[config.mk]
export PLATFORM = sky130hd
export DESIGN_NAME = nru_victim_sel
export DESIGN_NICKNAME = d
export VERILOG_FILES = /design/src/rtl/nru_pkg.sv /design/src/rtl/nru_usage_bits.sv /design/src/rtl/nru_lfsr.sv /design/src/rtl/nru_picker.sv /design/src/rtl/nru_victim_sel.sv
export SDC_FILE = /design/constraint.sdc
export NUM_CORES = 1
export LEC_CHECK = 0
export BUFFER_PORTS_ARGS = -buffer_cell sky130_fd_sc_hd__buf_2
export CAP_MARGIN = 20
export CORE_AREA = 2 2 127 129
export CTS_CLUSTER_SIZE = 10
export DETAILED_ROUTE_END_ITERATION = 8
export DIE_AREA = 0 0 129 131
export SETUP_SLACK_MARGIN = 0.1
export SLEW_MARGIN = 40
export SYNTH_ARGS = -nofsm -noshare
export SYNTH_HDL_FRONTEND = slang
export SYNTH_SLANG_ARGS = --single-unit
[constraint.sdc]
create_clock -name clk_i -period 4.2 [get_ports clk_i]
set_clock_uncertainty 0.1 [all_clocks]
set_input_delay 0.42 -clock clk_i [delete_from_list [all_inputs] [get_ports clk_i]]
set_output_delay 0.42 -clock clk_i [all_outputs]
set_load 0.01 [all_outputs]
[src/rtl/nru_pkg.sv]
package nru_pkg;
  typedef enum logic [1:0] {
    CAT_IDLE_CLEAN = 2'd0,
    CAT_IDLE_DIRTY = 2'd1,
    CAT_USED_CLEAN = 2'd2,
    CAT_USED_DIRTY = 2'd3
  } nru_cat_e;

  localparam int unsigned NUM_CATS = 4;

  function automatic nru_cat_e cat_of(input logic ref_b, input logic mod_b);
    return nru_cat_e'({ref_b, mod_b});
  endfunction
endpackage

[src/rtl/nru_usage_bits.sv]
module nru_usage_bits #(
  parameter int unsigned NUM_FRAMES = 16,
  localparam int unsigned IDX_W = $clog2(NUM_FRAMES)
) (
  input  logic                  clk_i,
  input  logic                  rst_ni,
  input  logic                  acc_valid_i,
  input  logic [IDX_W-1:0]      acc_frame_i,
  input  logic                  acc_write_i,
  input  logic                  tick_i,
  output logic [NUM_FRAMES-1:0] ref_o,
  output logic [NUM_FRAMES-1:0] mod_o
);
  logic [NUM_FRAMES-1:0] ref_q, mod_q;
  logic [NUM_FRAMES-1:0] hit;

  for (genvar g = 0; g < NUM_FRAMES; g++) begin : g_frame
    assign hit[g] = acc_valid_i && (acc_frame_i == IDX_W'(g));

    // access wins over tick for the touched frame
    always_ff @(posedge clk_i or negedge rst_ni) begin
      if (!rst_ni) begin
        ref_q[g] <= 1'b0;
        mod_q[g] <= 1'b0;
      end else begin
        if (hit[g])      ref_q[g] <= 1'b1;
        else if (tick_i) ref_q[g] <= 1'b0;
        if (hit[g] && acc_write_i) mod_q[g] <= 1'b1;
      end
    end
  end

  assign ref_o = ref_q;
  assign mod_o = mod_q;
endmodule

[src/rtl/nru_lfsr.sv]
module nru_lfsr #(
  parameter int unsigned  WIDTH = 4,
  parameter logic [WIDTH-1:0] TAPS = WIDTH'('hC),
  parameter logic [WIDTH-1:0] SEED = WIDTH'(1)
) (
  input  logic             clk_i,
  input  logic             rst_ni,
  output logic [WIDTH-1:0] state_o
);
  logic [WIDTH-1:0] state_q;
  logic             fb;

  assign fb = ^(state_q & TAPS);

  always_ff @(posedge clk_i or negedge rst_ni) begin
    if (!rst_ni) state_q <= SEED;
    else         state_q <= {state_q[WIDTH-2:0], fb};
  end

  assign state_o = state_q;
endmodule

[src/rtl/nru_picker.sv]
module nru_picker
  import nru_pkg::*;
#(
  parameter int unsigned NUM_FRAMES = 16,
  localparam int unsigned IDX_W = $clog2(NUM_FRAMES)
) (
  input  logic [NUM_FRAMES-1:0] ref_i,
  input  logic [NUM_FRAMES-1:0] mod_i,
  input  logic [IDX_W-1:0]      start_i,
  output logic [IDX_W-1:0]      pick_o
);
  nru_cat_e             cat   [NUM_FRAMES];
  logic [NUM_CATS-1:0]  present;
  nru_cat_e             best;
  logic                 found;

  for (genvar g = 0; g < NUM_FRAMES; g++) begin : g_cat
    assign cat[g] = cat_of(ref_i[g], mod_i[g]);
  end

  always_comb begin
    present = '0;
    for (int i = 0; i < NUM_FRAMES; i++) present[cat[i]] = 1'b1;
  end

  // lowest populated class
  always_comb begin
    best = CAT_USED_DIRTY;
    for (int c = NUM_CATS - 1; c >= 0; c--)
      if (present[c]) best = nru_cat_e'(c);
  end

  // first member of best class at or above start, with wrap
  always_comb begin
    logic [IDX_W-1:0] idx;
    pick_o = start_i;
    found  = 1'b0;
    for (int o = 0; o < NUM_FRAMES; o++) begin
      idx = start_i + IDX_W'(o);
      if (!found && cat[idx] == best) begin
        pick_o = idx;
        found  = 1'b1;
      end
    end
  end
endmodule

[src/rtl/nru_victim_sel.sv]
module nru_victim_sel #(
  parameter int unsigned NUM_FRAMES = 16,
  localparam int unsigned IDX_W = $clog2(NUM_FRAMES)
) (
  input  logic             clk_i,
  input  logic             rst_ni,
  input  logic             acc_valid_i,
  input  logic [IDX_W-1:0] acc_frame_i,
  input  logic             acc_write_i,
  input  logic             tick_i,
  input  logic             fault_req_i,
  output logic [IDX_W-1:0] victim_o,
  output logic             victim_valid_o
);
  logic [NUM_FRAMES-1:0] ref_bits, mod_bits;
  logic [IDX_W-1:0]      lfsr_val, pick;
  logic [IDX_W-1:0]      victim_q;
  logic                  valid_q;

  nru_usage_bits #(.NUM_FRAMES(NUM_FRAMES)) u_bits (
    .clk_i      (clk_i),
    .rst_ni     (rst_ni),
    .acc_valid_i(acc_valid_i),
    .acc_frame_i(acc_frame_i),
    .acc_write_i(acc_write_i),
    .tick_i     (tick_i),
    .ref_o      (ref_bits),
    .mod_o      (mod_bits)
  );

  nru_lfsr #(.WIDTH(IDX_W)) u_lfsr (
    .clk_i  (clk_i),
    .rst_ni (rst_ni),
    .state_o(lfsr_val)
  );

  nru_picker #(.NUM_FRAMES(NUM_FRAMES)) u_pick (
    .ref_i  (ref_bits),
    .mod_i  (mod_bits),
    .start_i(lfsr_val),
    .pick_o (pick)
  );

  always_ff @(posedge clk_i or negedge rst_ni) begin
    if (!rst_ni) begin
      victim_q <= '0;
      valid_q  <= 1'b0;
    end else begin
      valid_q <= fault_req_i;
      if (fault_req_i) victim_q <= pick;
    end
  end

  assign victim_o       = victim_q;
  assign victim_valid_o = valid_q;
endmodule

Yosys cells after proc, flatten, opt, wreduce, memory -nomap -nowiden:

Index checks and enable logic that the tools add are counted.
Widths: inputs -> output; s select.

* bits in registers: 41
* input port bits: 10

* add/subtract/negate cells: 15
* magnitude comparators: 48
* equality and inequality tests: 31
* muxes and demuxes: 130
* bitwise logic cells: 31
* reductions and logical operators: 96

Operators with widths (number)
* $bmux 2 s4: 16
* $ge 5x5->1 const B: 16
* $not 4->5: 16
* $mux 2: 34
* $logic_and 1x1->1: 63
* $mux 4: 15
* $mux 1: 49
* $lt 2x3->1 const B: 16
* $or 3x3->3: 15
* $add 4x4->4 const B: 8
* $demux 1 s2: 16
* $eq 2x2->1: 16
* $eq 4x4->1 const B: 8
* $ge 2x1->1 const B: 16
* $reduce_bool 2->1: 16
* $add 4x3->4 const B: 4
* $eq 4x3->1 const B: 4
* $logic_not 1->1: 15
* $add 4x2->4 const B: 2
* $eq 4x2->1 const B: 2
* $add 4x1->4 const B: 1
* $eq 4x1->1 const B: 1
* $logic_not 4->1: 1
* $reduce_xor 4->1: 1

Logic depth before layout (Yosys ltp):

Gate-level depths: netlist of the first run.

* depth after elaboration: 69
* gate-level depth with buffers: 18
* gate-level depth less buffers: 13

Cells and area by module:

From an unflattened synthesis of the first run, not the netlist that was laid out.

* cell total of the unflattened synthesis: 529
* area total of the unflattened synthesis: 5136.2 um^2

By module, submodules not included
* nru_picker: times used 1, cells each 417, area each 3614.7 um^2
* nru_usage_bits: times used 1, cells each 98, area each 1241.2 um^2
* nru_victim_sel: times used 1, cells each 9, area each 170.2 um^2
* nru_lfsr: times used 1, cells each 5, area each 110.1 um^2

Worst setup path before layout of the first run:

OpenSTA, ideal clock, no wires.

* path type: reg-to-reg
* from: reg u_lfsr.state_q[0] (netlist: u_lfsr.state_o[0])
* to: reg victim_q[0] (netlist: victim_o[0])
* setup time: 0.125 ns
* data arrival time: 4.262 ns
* slack: -0.287 ns
* cell stages (with the launch flop): 16
* path buffers: 4
* period minus slack after synthesis: 4.487 ns
* path through: dfstp_2 -> buf_4 -> inv_1 -> buf_2 -> ha_1 -> buf_6 -> buf_12 -> mux4_2 -> mux4_2 -> a22o_1 -> a21oi_2 -> nor4_1 -> a2111oi_0 -> nand3_1 -> xnor2_1 -> mux2_2

* cells in the longest elaborated chain, start to end: 51

RTL lines
* start, declared: RTL line nru_lfsr.sv:10 `logic [WIDTH-1:0] state_q;`
* start signal, assigned: RTL line nru_lfsr.sv:17 `else state_q <= {state_q[WIDTH-2:0], fb};`
* parallel branches: the longest is 50 deep, another holds $add 4x1->4
* $mux 4 *: RTL line nru_picker.sv:40 `if (!found && cat[idx] == best) begin`
* end signal, assigned: RTL line nru_victim_sel.sv:50 `if (fault_req_i) victim_q <= pick;`
* end, declared: RTL line nru_victim_sel.sv:17 `logic [IDX_W-1:0] victim_q;`

Every way passes the cells marked *. The select of a mux whose other input is x is not followed.
A chain may end at the register's enable or synchronous reset.

Final worst setup path of the first run:

* from: reg u_lfsr.state_q[0] (netlist: u_lfsr.state_o[0])
* to: reg victim_q[3] (netlist: victim_o[3])

The elaborated chain is that of the path after synthesis.

==> results of run 1 <==
==> routing by layer <==
metal  GRT usage  vias up  share of wire
li1            -     2160              -
met1       0.275     2398           0.42
met2       0.354      250           0.47
met3      0.0330       54          0.078
met4      0.0831        0          0.037
met5           0        -              0
==> critical path: cells and delay by family (launching register included) <==
kind	cells	cell delay, ps
buffers and inverters	2	320
muxes	2	880
xor gates and xnor gates	1	180
adders and majority gates	1	170
AOI/OAI and AO/OA	7	1720
DFF	1	600
==> per-stage QoR <==
stage	hold slack (ps)	setup WS (ps)	cell area, µm²	instances	utilization
2_1_floorplan	24.4	13.4	5220	516	-
3_3_place_gp	388	153	5790	778	0.371
3_5_place_dp	360	36.9	5800	778	0.372
4_1_cts	41.2	114	6000	788	0.385
5_1_grt	43.9	67.8	6210	799	0.398
6_report	3.85	178	6210	800	0.398
==> cell usage after synthesis, types with 3 or more instances <==
cell type  number  area share
mux2i_1        46       0.089
dfrtp_1        40        0.19
mux4_2         37        0.16
nand2_1        37       0.027
o22ai_1        29       0.035
nor2_1         25       0.018
inv_1          24       0.017
o21bai_1       18       0.026
nand2b_1       17       0.021
mux2_2         16       0.035
nor2b_1        15       0.018
xnor2_1        15       0.025
o21ai_0        13       0.013
a21oi_1        10      0.0097
xor2_1          9       0.015
and2_1          8      0.0097
mux4_1          8       0.041
clkbuf_1        7      0.0051
ha_1            7       0.017
nand3_1         7      0.0068
nor3_1          7      0.0068
a2111oi_0       6       0.010
a211oi_1        6      0.0087
buf_2           6      0.0058
buf_6           5       0.011
nand3b_1        5      0.0073
nand4_1         5      0.0061
nor4_1          5      0.0061
o211ai_1        5      0.0073
a211o_1         4      0.0068
a31oi_1         4      0.0049
buf_4           4      0.0058
o2111a_1        4      0.0087
a21o_1          3      0.0044
a21oi_2         3      0.0051
a22o_1          3      0.0051
and3_1          3      0.0036
buf_1           3      0.0022
or2_2           3      0.0036
==> report_power, final <==
| part | internal [W] | total, W | switching (W) |
|---|---|---|---|
| Combinational | 0.000391 | 0.000839 | 0.000448 |
| Clock | 0.000284 | 0.000493 | 0.000210 |
| Sequential | 0.000444 | 0.000530 | 0.0000868 |
| Total | 0.00112 | 0.00186 | 0.000744 |
==> layout by cell type, fill, tap and decap left out, types with 6 or more instances in the layout <==
master	n
nand3_1	7
mux2_2	16
nand2b_1	17
nor3_1	6
a211oi_1	6
xnor2_1	14
mux4_2	37
buf_2	13
nand2_1	37
and2_1	8
buf_4	67
dfrtp_1	38
o21ai_0	12
nor2b_1	15
nor2_1	25
mux4_1	8
o21bai_1	17
xor2_1	8
o22ai_1	28
mux2i_1	43
inv_1	22
a21oi_1	9
==> registers in the layout (all words and copies together), names as in the netlist <==
register,cells
u_lfsr.state_o,4
victim_o,4
u_bits.mod_o,16
victim_valid_o,1
u_bits.ref_o,16
==> worst paths after layout <==
path | end | slack (ps) | depth (start not counted)
min in group clk_i | victim_valid_o$_DFF_PN0_ | 240 | 1
worst max register to register | victim_o[3]$_DFFE_PN0P_ | 180 | 13
worst min-delay path | victim_valid_o$_DFF_PN0_ | 4 | 1
worst max-delay path | victim_o[3]$_DFFE_PN0P_ | 180 | 13
worst min register to register | victim_o[0]$_DFFE_PN0P_ | 410 | 1
max in group asynchronous | u_lfsr.state_o[2]$_DFF_PN0_ | 3540 | 1
==> layout make-up <==
class,instances,area (µm²),share of cell area
repair buffers,84,626,0.101
clock inverters,2,38.8,0.00624
flip-flops and latches,41,1030,0.166
inverters,26,100,0.0161
well taps,216,270,0.0435
multi-input cells,424,4020,0.647
clock buffers,6,129,0.0207
diodes,1,2.50,0.000403
==> logic make-up after synthesis <==
family	count (synthesis)
flip-flops	41
adder cells (fa/ha/maj)	7
AO/OA/AOI/OAI	133
multiplexers	107
buffers and inverters	52
XOR/XNOR	27
AND/OR/NAND/NOR	149
==> timing repair <==
action                     CTS  global route
setup buffers                1            11
gates cloned                 1             0
pin swaps                    3             4
gates resized for setup      4            27
setup endpoints to repair    4             4
==> impl_metrics.py, run 1 <==
metrics = {
    "clock_network": {
        "clk_path_buf_depth": 2,
        "root_buffer": "clkbuf_16",
        "tritoncts": "built",
        "cts_sinks": 41,
        "insertion_delay_ps": 300,
        "htreeDepth": 2,
        "cts_buffers": 5,
        "path_clk_slew_ps": 80,
        "post_cts_hold_buffer_count": 0,
    },
    "cells_and_area": {
        "fillers": 1533,
        "syn_to_final_growth_pct": 20.6,
        "layout.nets": 599,
        "drive_gt1_frac": 0.322,
    },
    "global_routing": {
        "antenna_found_initial": 0,
        "grt-ovfl-total": 0,
        "grt_usage": 0.211,
        "grt_max_degree": 42,
        "grt_first_pass_wirelength_mm": 27.2,
        "grt_pass1_vias": 4784,
    },
    "power": {
        "p_total_w": 0.00186,
        "vdd_drop_max_mv": 0.166,
        "p_per_area_nw_per_um2": 300,
        "total_leakage_power_nw": 2.31,
    },
    "logic_synthesis": {
        "synthesis.area_um2": 5150,
        "synthesis.instances": 516,
        "syn_nets": 533,
        "yosys.area_share.adder": 0.0170,
        "muxShareOfSynthArea": 0.327,
        "synth_edf_count": 0,
        "synth-compound-area-share": 0.193,
        "synthFlopType": "dfrtp_1",
        "synthDistinctLibCells": 76,
        "synthArstFlopShare": 1.00,
        "ys_warn_count": 0,
        "ys_seq_elements": 41,
        "synthXorXnorAreaFrac": 0.0525,
        "syn_area_per_cell_um2": 9.99,
        "yosysSeqAreaShare": 0.199,
        "synth-simple-area-share": 0.159,
        "synth_top_family_by_area": "multiplexers",
    },
    "sta": {
        "finalHoldViolCount": 0,
        "fin_setup_tns_ps": 0,
        "tightestPinTransition_ps": 836,
        "final-setup-viol-count": 0,
        "finalCritPeriodShare": 0.958,
        "fmax_mhz": 249,
        "timing.slew.headroom": 0.442,
        "layout_min_cycle_time_ps": 4020,
        "rsz0062_at_grt": "true",
        "drv_slew": 0,
    },
    "run_status": {
        "status": "completed",
    },
    "worst_setup_path": {
        "critPathRequiredTime_ps": 4330,
        "worstPathArrival_ps": 4150,
        "critPathKind": "reg2reg",
        "critPathLaunchType": "flip-flop",
        "worstSetupEndpointType": "flip-flop",
        "slowest_stage": "dfstp_2",
        "critPathLaunch": "u_lfsr.state_o[0]$_DFF_PN1_",
        "r2r-start": "u_lfsr.state_o[0]$_DFF_PN1_",
        "cp_slowest_stage_delay_ps": 600,
        "worstPathMaxFanout": 6,
        "crit_chain": "buf_4, ha_4, buf_4, xor2_4, mux4_2, mux4_2, a22o_4, a21o_1, a22o_1, a2111o_1, o211a_1, a211o_1, a21oi_1",
    },
    "drt": {
        "ant_nets": 0,
        "first_pass_iters": 5,
        "drtIter0Drc": 423,
        "vias": 4862,
        "routed_wl_mm": 17.7,
        "drcViolationCount": 0,
        "via_per_inst": 6.08,
        "wl_per_cell_um": 22.1,
    },
    "floorplan": {
        "rows": 46,
        "die_w_um": 129,
        "die_area_um2": 16900,
        "core_area_um2": 15600,
        "die_y_um": 131,
        "io_pins": 15,
        "start_util": 0.330,
    },
    "placed_design": {
        "gp_congestion": 0.930,
        "hpwl_mm": 13.0,
        "port_buffers": 14,
    },
    "job": {
        "maxCapViolations": 0,
    },
    "hold_path": {
        "hold_class": "in2async",
    },
}
(Power assumes the default switching activity.)
==> run 2, diff against run 1 <==
PLACE_DENSITY_LB_ADDON = 0.12   (was default)
RECOVER_POWER = 100   (was default)
==> run 2 against run 1 <==
Compared with the run above:
- the run now ends with capacitance limit, slew limit left
- register-to-register slack about the same
- total power down 0.86%
- first-iteration DRC count down 28%
- non-clock buffer count up 21
- critical path type unchanged
- largest cell class unchanged
==> impl_metrics.py, run 2 (synthesis gave the netlist of run 1 again) <==
metrics = {
    "cells_and_area": {
        "syn_to_final_growth_pct": 24.1,
        "drive_gt1_frac": 0.337,
        "fillers": 1555,
        "layout_commonest_cell": "buf_4",
        "layout.nets": 619,
        "regArea_um2": 1030,
        "n_antenna_cell": 0,
        "fin_area_um2": 6390,
        "multi_input_area_um2": 4020,
        "final_cell_mix": "buf_4, mux2i_1, mux4_2",
    },
    "worst_setup_path": {
        "critPathKind": "reg2reg",
        "reg2reg_depth": 14,
        "critPathRequiredTime_ps": 4320,
        "worstPathArrival_ps": 4140,
        "critPathLaunchType": "flip-flop",
        "worstPathMaxFanout": 6,
        "reg2reg_slack_ps": 180,
        "worstSetupEndpointType": "flip-flop",
    },
    "drt": {
        "wl_met3_um": 596,
        "wl_per_cell_um": 23.1,
        "ant_nets": 0,
        "drtIter0Drc": 303,
        "routed_wl_mm": 19.0,
        "first_pass_iters": 5,
        "met2_length_mm": 9.42,
        "topRoutingLayerUsed": "met4",
        "wl_met1_mm": 8.39,
        "vias": 4831,
        "drcViolationCount": 0,
        "via_per_inst": 5.90,
    },
    "power": {
        "p_total_w": 0.00185,
        "netSwitchingFraction": 0.402,
        "total_leakage_power_nw": 2.36,
        "p_per_area_nw_per_um2": 289,
        "vdd_drop_max_mv": 0.189,
        "switchingPower_w": 0.000742,
        "p_comb_frac": 0.493,
        "intPower_w": 0.00110,
        "p_seq_frac": 0.289,
        "p_clk_frac": 0.218,
    },
    "clock_network": {
        "tritoncts": "built",
        "root_buffer": "clkbuf_16",
        "post_cts_hold_buffer_count": 0,
        "path_clk_slew_ps": 70,
        "cts_buffers": 5,
        "insertion_delay_ps": 300,
        "cts_sinks": 41,
        "htreeDepth": 2,
        "clk_path_buf_depth": 2,
    },
    "floorplan": {
        "die_w_um": 129,
        "die_y_um": 131,
        "rows": 46,
        "core_area_um2": 15600,
        "start_util": 0.330,
        "io_pins": 15,
        "die_area_um2": 16900,
    },
    "sta": {
        "setup_slack_ps": 177,
        "finalCritPeriodShare": 0.958,
        "drv_slew": 42,
        "tightestPinTransition_ps": 2470,
        "layout_min_cycle_time_ps": 4020,
        "fmax_mhz": 249,
        "rsz0062_at_grt": "true",
        "final-setup-viol-count": 0,
        "timing.slew.headroom": -0.647,
        "finalHoldViolCount": 0,
        "whs_ps": 331,
        "fin_setup_tns_ps": 0,
    },
    "placed_design": {
        "port_buffers": 14,
        "hpwl_mm": 14.2,
        "gp_congestion": 0.909,
        "placed_area_um2": 5910,
        "preCtsSetupSlack_ps": -119,
    },
    "run_status": {
        "status": "finished, violations left",
        "violations": "capacitance limit, slew limit",
    },
    "global_routing": {
        "grt_usage": 0.229,
        "grt_first_pass_wirelength_mm": 28.9,
        "grt_pass1_vias": 4936,
        "grt-ovfl-total": 0,
        "antenna_found_initial": 0,
        "grt_max_degree": 42,
    },
    "hold_path": {
        "holdPathStages": 1,
        "hold_class": "in2reg",
    },
    "job": {
        "maxCapViolations": 1,
    },
}
## run 2: cell count changes in the layout (fill, tap and decap cells not counted), sizes merged
| cell | before | now |
|---|---|---|
| clkbuf | 6 | 19 |
| buf | 84 | 92 |
| clkinvlp | 0 | 2 |
| a21oi | 14 | 13 |
| bufinv | 1 | 0 |
| clkinv | 1 | 0 |
| diode | 1 | 0 |
## run 2: final timing paths
kind,startpoint,end
max reg2reg,u_lfsr.state_o[0]$_DFF_PN1_,victim_o[2]$_DFFE_PN0P_
max,u_lfsr.state_o[0]$_DFF_PN1_,victim_o[2]$_DFFE_PN0P_
min,fault_req_i,victim_valid_o$_DFF_PN0_
min in group asynchronous,rst_ni,victim_o[2]$_DFFE_PN0P_
max in group asynchronous,rst_ni,u_bits.ref_o[11]$_DFFE_PN0P_
min reg2reg,victim_o[0]$_DFFE_PN0P_,victim_o[0]$_DFFE_PN0P_
## run 2: routing by layer
metal | GRT usage | vias to the layer above
li1 | - | 2200
met1 | 0.299 | 2464
met2 | 0.379 | 126
met3 | 0.0289 | 41
met4 | 0.107 | 0
met5 | 0 | -
## run 2: what timing repair did
item	in CTS	in global routing
resized for setup	2	40
cloned	0	2
setup buffers	2	17
pin swaps	1	12
setup endpoints to repair	4	4
## run 2: power groups by stage
stage	Clock [W]	Combinational (W)	Sequential, W
6_report	0.000403	0.000911	0.000533
5_1_grt	0.000429	0.000982	0.000539
4_1_cts	0.000415	0.000838	0.000530
3_5_place_dp	0	0.000821	0.000537
3_3_place_gp	0	0.000819	0.000538
2_1_floorplan	0	0.000537	0.000511
## run 2: metrics by stage
step                      std cells  utilization
after floorplan                 516            -
after global placement          790        0.379
after detailed placement        790        0.379
after CTS                       800        0.390
after global routing            819        0.410
final                           819        0.410
## run 2: worst max-delay path, stage by stage (launching register included)
cell,delay (ps)
dfstp_2,580
inv_4,50
ha_4,320
buf_8,140
buf_12,120
buf_4,140
mux4_2,340
mux4_2,530
a2bb2oi_4,250
buf_4,180
mux2_2,330
a221o_1,300
a31oi_1,210
o211ai_1,110
o31ai_1,240
## run 2: area by class of cell
class	count	area share
clock buffers	6	0.0202
clock inverters	2	0.00235
inverters	26	0.0157
multi-input cells	423	0.628
flip-flops and latches	41	0.161
well taps	216	0.0423
repair buffers	105	0.131
==> run 3, diff against run 2 <==
ABC_AREA = 1   (was default)
CORE_AREA = 2 2 95 97   (was 2 2 127 129)
DIE_AREA = 0 0 97 99   (was 0 0 129 131)
==> run 3 against run 2 <==
Compared with the run above:
- the flow still finishes with violations (capacitance limit, slew limit)
- core utilization is 18 points higher
- area after synthesis is 6.7% lower
- non-clock buffer count is 75 lower
- setup slack better by 230 ps
- die area is 43% lower
- sequential power is 18% lower
- synthesized cell count is 58% higher
- register-to-register slack better by 230 ps
- critical path depth is 3 higher
- total power is 39% lower
- cell count is 13% higher
- first-iteration DRC count is 100% higher
- largest power group is now sequential cells
- highest routed layer unchanged
==> impl_metrics.py, run 3 <==
metrics = {
    "placed_design": {
        "port_buffers": 14,
        "hpwl_mm": 13.1,
        "gp_congestion": 0.990,
    },
    "clock_network": {
        "clk_path_buf_depth": 2,
        "insertion_delay_ps": 310,
        "cts_buffers": 5,
        "htreeDepth": 2,
        "tritoncts": "built",
        "root_buffer": "clkbuf_8",
        "cts_sinks": 41,
        "path_clk_slew_ps": 90,
    },
    "logic_synthesis": {
        "ys_top_cells_by_area": "nand2_1, dfrtp_1, nand3_1, inv_1, nor2_1",
        "syn_area_per_cell_um2": 5.92,
        "synthesis.instances": 813,
        "synthFlopType": "dfrtp_1",
        "synthDistinctLibCells": 43,
        "post_synth_most_frequent_cells": "nand2_1, nand3_1, inv_1",
        "yosysMostFrequentCell": "nand2_1",
        "syn_nets": 830,
        "yosysSeqAreaShare": 0.214,
        "synth_edf_count": 0,
        "netlist.area_leader.share": 0.213,
        "ys_seq_elements": 41,
        "synthesis.area_um2": 4810,
        "synth_top_cell_by_area": "nand2_1",
        "synthArstFlopShare": 1.00,
        "ys_warn_count": 0,
    },
    "cells_and_area": {
        "drive_gt1_frac": 0.0999,
        "final_cell_mix": "nand2_1, nand3_1, inv_1",
        "layout_commonest_cell": "nand2_1",
        "syn_to_final_growth_pct": 4.79,
        "layout.nets": 837,
        "n_antenna_cell": 0,
        "final_util": 0.589,
    },
    "drt": {
        "routed_wl_mm": 16.8,
        "drtIter0Drc": 612,
        "drcViolationCount": 0,
        "ant_nets": 0,
        "topRoutingLayerUsed": "met4",
        "via_per_inst": 5.98,
        "wl_per_cell_um": 18.1,
        "wl_met1_mm": 6.70,
        "vias": 5557,
        "met2_length_mm": 7.96,
        "first_pass_iters": 5,
        "wl_met3_mm": 1.48,
    },
    "sta": {
        "tightestPinTransition_ps": 2280,
        "rsz0062_at_grt": "false",
        "finalHoldViolCount": 0,
        "finalCritPeriodShare": 0.903,
        "fin_setup_tns_ps": 0,
        "timing.slew.headroom": -0.517,
        "fmax_mhz": 264,
        "layout_min_cycle_time_ps": 3790,
        "drv_slew": 42,
        "final-setup-viol-count": 0,
    },
    "global_routing": {
        "antenna_found_initial": 0,
        "grt-ovfl-total": 0,
        "grt_usage": 0.359,
        "grt_first_pass_wirelength_mm": 27.2,
        "grt_max_degree": 42,
        "grt_pass1_vias": 5175,
    },
    "floorplan": {
        "io_pins": 15,
        "die_w_um": 97,
        "start_util": 0.562,
        "core_area_um2": 8550,
        "die_area_um2": 9600,
        "die_y_um": 99,
        "rows": 34,
    },
    "worst_setup_path": {
        "worstPathMaxFanout": 14,
        "reg2reg_slack_ps": 410,
        "worstSetupEndpointType": "flip-flop",
        "critPathLaunchType": "flip-flop",
        "critPathKind": "reg2reg",
        "r2r-end": "victim_o[1]$_DFFE_PN0P_",
        "r2r-start": "u_lfsr.state_o[2]$_DFF_PN0_",
        "critPathRequiredTime_ps": 4300,
        "reg2reg_depth": 17,
        "worstPathArrival_ps": 3890,
    },
    "hold_path": {
        "hold_class": "in2reg",
        "holdPathStages": 1,
        "min_to": "victim_valid_o$_DFF_PN0_",
        "hp-start": "fault_req_i",
    },
    "power": {
        "p_per_area_nw_per_um2": 224,
        "vdd_drop_max_mv": 0.164,
        "total_leakage_power_nw": 2.53,
        "p_total_w": 0.00113,
    },
    "run_status": {
        "violations": "capacitance limit, slew limit",
        "status": "finished, violations left",
    },
    "job": {
        "maxCapViolations": 1,
    },
}
[run 3: worst max path at each step]
stage                                 from                      end  slack (ps)  cells past startpoint
2_1_floorplan  u_lfsr.state_o[1]$_DFF_PN0_  victim_o[2]$_DFFE_PN0P_         670                     28
3_3_place_gp   u_lfsr.state_o[0]$_DFF_PN1_  victim_o[1]$_DFFE_PN0P_         530                     24
3_5_place_dp   u_lfsr.state_o[0]$_DFF_PN1_  victim_o[1]$_DFFE_PN0P_         460                     24
4_1_cts        u_lfsr.state_o[0]$_DFF_PN1_  victim_o[1]$_DFFE_PN0P_         440                     24
5_1_grt        u_lfsr.state_o[0]$_DFF_PN1_  victim_o[3]$_DFFE_PN0P_         120                     25
6_report       u_lfsr.state_o[2]$_DFF_PN0_  victim_o[1]$_DFFE_PN0P_         410                     17
[run 3: worst max-delay path: stages, from the launching register on]
cell and delay, ps:
dfrtp_1 390, buf_4 300, xor2_1 850, o21ai_0 350, o21ai_1 440, nand4_4 160, nor2_4 170, nand4_4 110
nor2_4 140, nand2_2 80, nor2_4 140, nand2_1 90, o21ai_0 80, inv_1 50, nand2_1 60, nand2_1 40
nand2_1 50, nand2_1 50
[run 3: through the flow]
| stage | cell area [µm²] | hold WS, ps | worst slack [ps] | cells |
|---|---|---|---|---|
| 3_3_place_gp | 4940 | 308 | 534 | 921 |
| 5_1_grt | 5040 | 198 | 122 | 929 |
| 3_5_place_dp | 4940 | 314 | 463 | 921 |
| 6_report | 5040 | 182 | 406 | 929 |
| 2_1_floorplan | 4810 | 24.4 | 665 | 813 |
| 4_1_cts | 5050 | 6.30 | 436 | 929 |
[run 3: report_power, final]
group          total, W  internal [W]  switching, W
sequential     0.000438      0.000416     0.0000225
combinational  0.000362      0.000111      0.000251
clock          0.000330      0.000179      0.000152
total           0.00113      0.000706      0.000425
[run 3: per-layer routing]
layer  GRT usage  up-vias
li1            -     2674
met4       0.167        0
met5           0        -
met1       0.462     2517
met2       0.598      299
met3      0.0525       67
[run 3: area by class of cell]
cell class / count / area [µm²]
Clock buffer: 6 / 72.6
Clock inverter: 2 / 38.8
Fill cell: 875 / 3510
Inverter: 90 / 342
Multi-Input combinational cell: 652 / 3240
Sequential cell: 41 / 1030
Tap cell: 108 / 135
Timing Repair Buffer: 30 / 181
[run 3: cell families after synthesis]
| logic type | Yosys count | synth area share |
|---|---|---|
| simple gates | 534 | 0.492 |
| buf+inv | 120 | 0.112 |
| compound gates | 92 | 0.112 |
| flops | 41 | 0.214 |
| xor+xnor | 19 | 0.0533 |
| fa+ha+maj | 7 | 0.0182 |
[run 3: what timing repair did]
| item | 4_1_cts | 5_1_grt |
|---|---|---|
| gates resized for setup | 0 | 4 |
| setup endpoints to repair | 0 | 2 |
| setup buffers | 0 | 0 |
| hold buffers | 0 | 0 |
| hold endpoints to repair | 0 | 0 |
